`config.mk`:
```
export PLATFORM = sky130hd
export DESIGN_NAME = uframe_sof_gen
export DESIGN_NICKNAME = d
export VERILOG_FILES = /design/src/rtl/sofgen_pkg.sv /design/src/rtl/sofgen_index.sv /design/src/rtl/sofgen_lag.sv /design/src/rtl/uframe_sof_gen.sv
export SDC_FILE = /design/constraint.sdc
export NUM_CORES = 1
export LEC_CHECK = 0
export ABC_AREA = 1
export BUFFER_PORTS_ARGS = -buffer_cell sky130_fd_sc_hd__buf_2
export CELL_PAD_IN_SITES_DETAIL_PLACEMENT = 2
export CELL_PAD_IN_SITES_GLOBAL_PLACEMENT = 2
export CORE_ASPECT_RATIO = 0.75
export CORE_MARGIN = 2
export CORE_UTILIZATION = 28
export DETAILED_ROUTE_END_ITERATION = 6
export GPL_TIMING_DRIVEN = 0
export PLACE_DENSITY_LB_ADDON = 0.15
export SLEW_MARGIN = 20
export SYNTH_ARGS = -nofsm -noshare
export SYNTH_HDL_FRONTEND = slang
export SYNTH_HIERARCHICAL = 1
export SYNTH_SLANG_ARGS = --single-unit
```
`constraint.sdc`:
```
create_clock -name clk_i -period 1.4 [get_ports clk_i]
set_input_delay 0.28 -clock clk_i [delete_from_list [all_inputs] [get_ports clk_i]]
set_output_delay 0.28 -clock clk_i [all_outputs]
set_load 0.03 [all_outputs]
```
`src/rtl/sofgen_pkg.sv`:
```
package sofgen_pkg;
  localparam int unsigned IDX_W_DEF = 14;
  localparam int unsigned UF_W_DEF  = 3;

  typedef struct packed {
    logic adv;
    logic load;
  } sof_evt_t;
endpackage

```
`src/rtl/sofgen_index.sv`:
```
module sofgen_index
  import sofgen_pkg::*;
#(
  parameter int unsigned IDX_W = IDX_W_DEF
) (
  input  logic             clk_i,
  input  logic             rst_ni,
  input  sof_evt_t         ev_i,
  input  logic [IDX_W-1:0] wdata_i,
  output logic [IDX_W-1:0] idx_o,
  output logic             wrap_o
);
  localparam int unsigned MSB = IDX_W - 1;

  function automatic logic [IDX_W-1:0] step_idx(input logic [IDX_W-1:0] v);
    return v + IDX_W'(1);
  endfunction

  logic [IDX_W-1:0] idx_q;
  logic [IDX_W-1:0] idx_nxt;
  logic             wrap_q;
  logic             top_flip;

  assign idx_nxt  = step_idx(idx_q);
  assign top_flip = idx_nxt[MSB] ^ idx_q[MSB];

  always_ff @(posedge clk_i or negedge rst_ni) begin
    if (!rst_ni) begin
      idx_q  <= '0;
      wrap_q <= 1'b0;
    end else begin
      wrap_q <= 1'b0;
      if (ev_i.load) begin
        idx_q <= wdata_i;
      end else if (ev_i.adv) begin
        idx_q  <= idx_nxt;
        wrap_q <= top_flip;
      end
    end
  end

  assign idx_o  = idx_q;
  assign wrap_o = wrap_q;

  // an advance moves the index by exactly one
  p_step_r2: assert property (@(posedge clk_i) disable iff (!rst_ni)
    ev_i.adv |=> idx_o == IDX_W'($past(idx_o) + IDX_W'(1)));

  // a rollover pulse only accompanies a change of the top bit
  p_roll_r7: assert property (@(posedge clk_i) disable iff (!rst_ni)
    wrap_o |-> idx_o[MSB] != $past(idx_o[MSB]));

  // a load takes the written value
  p_load_r8: assert property (@(posedge clk_i) disable iff (!rst_ni)
    ev_i.load |=> idx_o == $past(wdata_i));
endmodule

```
`src/rtl/sofgen_lag.sv`:
```
module sofgen_lag
  import sofgen_pkg::*;
#(
  parameter int unsigned IDX_W = IDX_W_DEF,
  parameter int unsigned UF_W  = UF_W_DEF
) (
  input  logic                  clk_i,
  input  logic                  rst_ni,
  input  sof_evt_t              ev_i,
  input  logic [IDX_W-1:0]      idx_i,
  input  logic [IDX_W-1:0]      wdata_i,
  output logic [IDX_W-UF_W-1:0] frame_o,
  output logic                  stb_o
);
  localparam int unsigned FR_W = IDX_W - UF_W;

  function automatic logic [IDX_W-1:0] prior_uframe(input logic [IDX_W-1:0] v);
    return v - IDX_W'(1);
  endfunction

  logic [IDX_W-1:0] lag_q;
  logic             stb_q;

  always_ff @(posedge clk_i or negedge rst_ni) begin
    if (!rst_ni) begin
      lag_q <= prior_uframe('0);
      stb_q <= 1'b0;
    end else begin
      stb_q <= ev_i.adv;
      if (ev_i.load) begin
        lag_q <= prior_uframe(wdata_i);
      end else if (ev_i.adv) begin
        lag_q <= idx_i;
      end
    end
  end

  assign frame_o = lag_q[IDX_W-1 -: FR_W];
  assign stb_o   = stb_q;

  // every advance yields a strobe on the next cycle
  p_stb_r4: assert property (@(posedge clk_i) disable iff (!rst_ni)
    ev_i.adv |=> stb_o);

  // no strobe without a preceding advance
  p_nostb_r4: assert property (@(posedge clk_i) disable iff (!rst_ni)
    !ev_i.adv |=> !stb_o);
endmodule

```
`src/rtl/uframe_sof_gen.sv`:
```
module uframe_sof_gen
  import sofgen_pkg::*;
#(
  parameter int unsigned IDX_W = IDX_W_DEF,
  parameter int unsigned UF_W  = UF_W_DEF
) (
  input  logic                  clk_i,
  input  logic                  rst_ni,
  input  logic                  run_i,
  input  logic                  utick_i,
  input  logic                  idx_wr_i,
  input  logic [IDX_W-1:0]      idx_wdata_i,
  output logic [IDX_W-1:0]      idx_o,
  output logic [UF_W-1:0]       uframe_o,
  output logic [IDX_W-UF_W-1:0] sof_frame_o,
  output logic                  sof_stb_o,
  output logic                  roll_o
);
  localparam int unsigned FR_W = IDX_W - UF_W;

  function automatic logic [FR_W-1:0] bus_frame_of(input logic [IDX_W-1:0] v);
    logic [IDX_W-1:0] back;
    back = v - IDX_W'(1);
    return back[IDX_W-1 -: FR_W];
  endfunction

  sof_evt_t ev;
  logic     adv_evt;
  logic     load_evt;

  assign adv_evt  = run_i & utick_i;
  assign load_evt = idx_wr_i & ~run_i;
  assign ev.adv   = adv_evt;
  assign ev.load  = load_evt;

  logic [IDX_W-1:0] idx_w;
  logic             wrap_w;

  sofgen_index #(.IDX_W(IDX_W)) u_index (
    .clk_i   (clk_i),
    .rst_ni  (rst_ni),
    .ev_i    (ev),
    .wdata_i (idx_wdata_i),
    .idx_o   (idx_w),
    .wrap_o  (wrap_w)
  );

  sofgen_lag #(.IDX_W(IDX_W), .UF_W(UF_W)) u_lag (
    .clk_i   (clk_i),
    .rst_ni  (rst_ni),
    .ev_i    (ev),
    .idx_i   (idx_w),
    .wdata_i (idx_wdata_i),
    .frame_o (sof_frame_o),
    .stb_o   (sof_stb_o)
  );

  assign idx_o    = idx_w;
  assign uframe_o = idx_w[UF_W-1:0];
  assign roll_o   = wrap_w;

  // lagged frame register stays one micro-frame behind the index register
  p_lag_r5: assert property (@(posedge clk_i) disable iff (!rst_ni)
    sof_frame_o == bus_frame_of(idx_o));

  // stopped with no load leaves index and strobe idle
  p_hold_r3: assert property (@(posedge clk_i) disable iff (!rst_ni)
    (!run_i && !idx_wr_i) |=> ($stable(idx_o) && !sof_stb_o));

  // a write while running without a tick changes nothing
  p_ignore_wr_r9: assert property (@(posedge clk_i) disable iff (!rst_ni)
    (run_i && idx_wr_i && !utick_i) |=> $stable(idx_o));

  // loads never raise the strobe or the rollover flag
  p_load_quiet_r8: assert property (@(posedge clk_i) disable iff (!rst_ni)
    load_evt |=> (!sof_stb_o && !roll_o));
endmodule

```
# [After elaboration in Yosys (flattened, before gate mapping)]
# Index checks and enable logic that the tools add are counted.
[op_classes] addsub=2 n_mux=6 bitwise=4 reduce_logical=1
[op_table] operator="14-bit 2-to-1 mux" n=4
[op_table] operator="14-bit by 1-bit adder with 14-bit output (second input constant)" n=1
[op_table] operator="14-bit by 1-bit subtractor with 14-bit output (second input constant)" n=1
[op_table] operator="1-bit AND" n=2
[op_table] operator="1-bit 2-to-1 mux" n=2
[op_table] operator="2-bit nonzero test" n=1
[op_table] operator="1-bit inverter" n=1
[op_table] operator="1-bit XOR" n=1
[totals] regBits=30 input_bits=19 out_inout_bits=30

# [Longest topological paths before layout]
[depth] depth_word=4 depth_mapped=10 depth_no_buf=9

# [By module]
# Netlist, hierarchy kept.
[by_module_without_submodules] module="sofgen_index" n_inst=1 cells_each=126 area_per_inst_um2=950.9 seq_area_each_um2=375.4
[by_module_without_submodules] module="sofgen_lag" n_inst=1 cells_each=127 area_per_inst_um2=823.3 seq_area_each_um2=314.1
[by_module_without_submodules] module="uframe_sof_gen" n_inst=1 cells_each=7 area_per_inst_um2=37.5 seq_area_each_um2=0.0

# [Worst setup path before layout]
# No wires, ideal clock.
[synth_timing] path_kind="register to register" start="reg u_index.idx_q[0] (netlist: u_index/idx_o[0])" end="reg u_index.idx_q[10] (netlist: u_index/idx_o[10])" setup_ns=0.122 t_arrival_ns=1.374 required_time_ns=1.278 slack_ns=-0.096 stages_incl_launch_ff=9 path_buffers=0 period_less_slack_ns=1.496 path_cell_list="dfrtp_1 ha_1 nand2_1 nor2_2 nand2_2 nor2_1 nand2_1 nand3_1 nand2_1"
[synth_between] elab_chain_len=3
[synth_lines] item="start, declared" line="sofgen_index.sv:19" rtl="logic [IDX_W-1:0] idx_q;"
[synth_lines] item="start signal, assigned" line="sofgen_index.sv:34" rtl="idx_q <= wdata_i;"
[synth_lines] item="start signal, assigned" line="sofgen_index.sv:36" rtl="idx_q <= idx_nxt;"
[synth_lines] item="14-bit by 1-bit adder with 14-bit output" line="sofgen_index.sv:16" rtl="return v + IDX_W'(1);"
[synth_lines] item="14-bit 2-to-1 mux" line="sofgen_index.sv:35" rtl="end else if (ev_i.adv) begin"
[synth_lines] item="14-bit 2-to-1 mux" line="sofgen_index.sv:33" rtl="if (ev_i.load) begin"
# No other way between the ends. The select of a mux whose other input is x is not followed.
# A chain may end at the register's enable or synchronous reset.

# [Worst setup path after layout]
[layout_timing] start="reg u_index.idx_q[0] (netlist: u_index/idx_o[0])" end="out idx_o[0]"
[layout_rtl] item="end, declared" line="uframe_sof_gen.sv:13" rtl="output logic [IDX_W-1:0] idx_o,"
# No word-level cell between the ends.

==> impl_metrics.csv <==
group,metric,value,unit
timing,slew_viol_final,0,
power_and_ir_drop,ir_drop,0.3256,mV
setup_path,setup.worst_path.class,"register to primary output",
yosys,synth.area.top_cells,"dfrtp_1 (22%), nand2_1 (20%), dfstp_2 (16%)",
power_and_ir_drop,pwr-share-comb,37.3,%
global_routing,antenna_found_initial,0,
cells_and_area,area_delta_synth_final,25.35,%
clock_tree,clkLatencyLatePin,0.28,ns
global_routing,grt_max_degree,28,
setup_path,crit_start,"u_index/idx_o[0]",
yosys,syn_area_per_cell,6.968,sq um
yosys,syn_nets,280,
yosys,yosysTopAreaCellShare,22.10,%
setup_path,reg2reg_from,"u_index/idx_o[0]",
timing,finalCriticalPeriod,1.361,ns
floorplan,num_io_pins,49,
cells_and_area,stdcell_area,2271,sq um
floorplan,die_h,73.66,um
timing,fin_crit_sh,97.18,%
yosys,synth_cell_type_count,31,
setup_path,worstPathRequired,1.12,ns
power_and_ir_drop,power_frac_seq,43.7,%
route,wl,6384,um
yosys,ys_ff_latch,27,
cells_and_area,fillers,808,
setup_path,cp_cell_sequence,"buf_4 > buf_2",
global_routing,grt_pass1_vias,2021,
run,drv_cap,0,
power_and_ir_drop,p_switching,1071,uW
floorplan,start_util,28.82,%
timing,rsz0062_at_grt,"yes",
yosys,synth_area_leader_cell,"dfrtp_1",
placement,placed_area,2158,sq um
floorplan,die_area,7137,sq um
yosys,synth_area,1812,sq um
min_path,hold_path.class,"input port to asynchronous set/reset pin",
clock_tree,htree_levels,1,
timing,fin_skew,0.005170,ns
clock_tree,cts_buffers,3,
setup_path,critPathMaxStageDelay,0.47,ns
setup_path,end_kind,"primary output",
route,vias_per_cell,4.821,
clock_tree,hold_buffers,0,
placement,place_hpwl,4990,um
timing,max_freq,735.0,MHz
timing,fin_setup_tns,0,ns
cells_and_area,fin_util,36.12,%
power_and_ir_drop,p_int,1443,uW
setup_path,worst-path-max-fanout,4,
yosys,async_reset_ff_share,100.0,%
setup_path,crit_arrival,1.08,ns
timing,whs,0.02376,ns
cells_and_area,nets,337,
floorplan,core,6287,sq um
route,drtIter0Drc,48,
yosys,seq_area_frac_synth,38.05,%
clock_tree,clock-sinks,27,
placement,dp.cells,389,
clock_tree,clk_path_buf_depth,2,
power_and_ir_drop,p_per_area,1107,nW/um^2
global_routing,grt-ovfl-total,0,
route,firstDrtPassIters,4,
cells_and_area,n_antenna_cell,0,
yosys,synth_edf_count,0,
placement,io_buffer_count,48,
clock_tree,cts_tree,"built",
setup_path,rr_worst_depth,8,
cells_and_area,fin_cells,397,
placement,gp_congestion,0.7713,
timing,hold_violations,0,
yosys,synthTopCellsByCount,"nand2_1 (98), inv_1 (24), nor2_1 (23), nand3_1 (21), dfrtp_1 (16)",
route,routedWlPerCell,16.08,um
yosys,yosysMostFrequentCell,"nand2_1",
route,drc,0,
global_routing,grt_pass1_wl,10650,um
floorplan,num_rows,25,
power_and_ir_drop,clock_power_share,19.0,%
timing,max_slew_margin,54.52,%
clock_tree,cts_root_buf,"clkbuf_8",
yosys,synthFlopType,"dfrtp_1",
power_and_ir_drop,p_leak,0.001122,uW
clock_tree,clk_pin_slew,0.10,ns
setup_path,cp_slowest_cell,"dfrtp_2",
yosys,ys_warn_count,6,
cells_and_area,drive_gt1_share,32.91,%
timing,setup_violations,0,
yosys,syn-instance-count,260,
global_routing,gr-usage-all-layers,19.00,%
status,status,"finished, final reports clean",
timing,tightest_slew,0.6822,ns
floorplan,dieWidth,96.89,um
route,postRouteAntennaNets,0,
setup_path,crit_path_start_kind,"register",
power_and_ir_drop,swShare,42.60,%
route,via_count,1914,
==> cell usage in the layout (no fill, tap or decap), drive strengths merged, types with 2 or more instances in the layout <==
cell    Yosys  final
nor3        2      2
nand4       4      4
a22oi      11     11
nor2       33     33
nand2     104    104
dfrtp      16     16
o211ai      2      2
a21oi       6      6
buf         6     58
dfstp      11     11
o21ai       6      6
nand3      21     21
xor2        3      3
clkbuf      2      5
inv        26     26
==> cells by family after synthesis <==
kind of cell    share of synthesized area, %
simple gates                           40.19
buf+inv                                8.771
compound gates                         10.84
flops                                  38.05
xor+xnor                               1.451
fa+ha+maj                             0.6905
==> sequential cells by signal (all words and copies together), names as in the netlist <==
name and count:
u_index/wrap_o 1, u_index/idx_o 14, u_lag/stb_o 1, u_lag/lag_q 11
==> path summary, 6_finish.rpt <==
path	endpoint	slack, ns
setup reg to reg	u_index/idx_o[10]	0.08
max in group asynchronous	u_index/idx_o[6]	0.90
min in group clk_i	u_lag/lag_q[9]	0.26
setup / recovery	idx_o[0]	0.04
hold reg to reg	u_lag/lag_q[6]	0.48
hold / removal	u_index/idx_o[11]	0.02
==> power groups by stage <==
stage	combinational, uW	sequential [uW]	clock, uW
detailed placement	903	1110	0
global route	1030	1130	523
CTS	934	1090	511
global placement	879	1100	0
finish	938	1100	478
floorplan	371	1310	0
==> routing by layer <==
metal	global-route usage, %	vias up	wire length (um)
li1	-	942	-
met1	27.44	931	3284
met2	30.71	39	2828
met4	3.286	0	26
met5	0	-	0
met3	2.950	2	245
==> repair_timing <==
action | 4_1_cts | 5_1_grt
buffers inserted | 2 | 2
resized for setup | 3 | 8
pin swaps | 0 | 3
endpoints found under the setup margin | 6 | 8
==> layout make-up <==
type                       instances  area, sq um  share of cell area [%]
inverter                          26        97.59                   4.298
timing repair buffer              52        270.3                   11.90
multi-input combinational        199        996.0                   43.86
sequential                        27        698.2                   30.74
tap                               81        101.3                   4.463
buffer                             8        61.31                   2.700
clock inverter                     1        5.005                  0.2204
clock buffer                       3        41.29                   1.818
==> through the flow <==
| stage | power (uW) | worst slack [ns] |
|---|---|---|
| after global placement | 1984 | -0.3137 |
| after global routing | 2684 | -0.003085 |
| after floorplan | 1683 | 0.02556 |
| after CTS | 2537 | 0.01233 |
| after detailed placement | 2014 | -0.3273 |
| final | 2514 | 0.03943 |
==> critical path: cells and delay by family (launching register included) <==
kind	cells	cell delay [ns]
buf+inv	2	0.33
flops	1	0.47
Power figures use the tool's default switching activity.
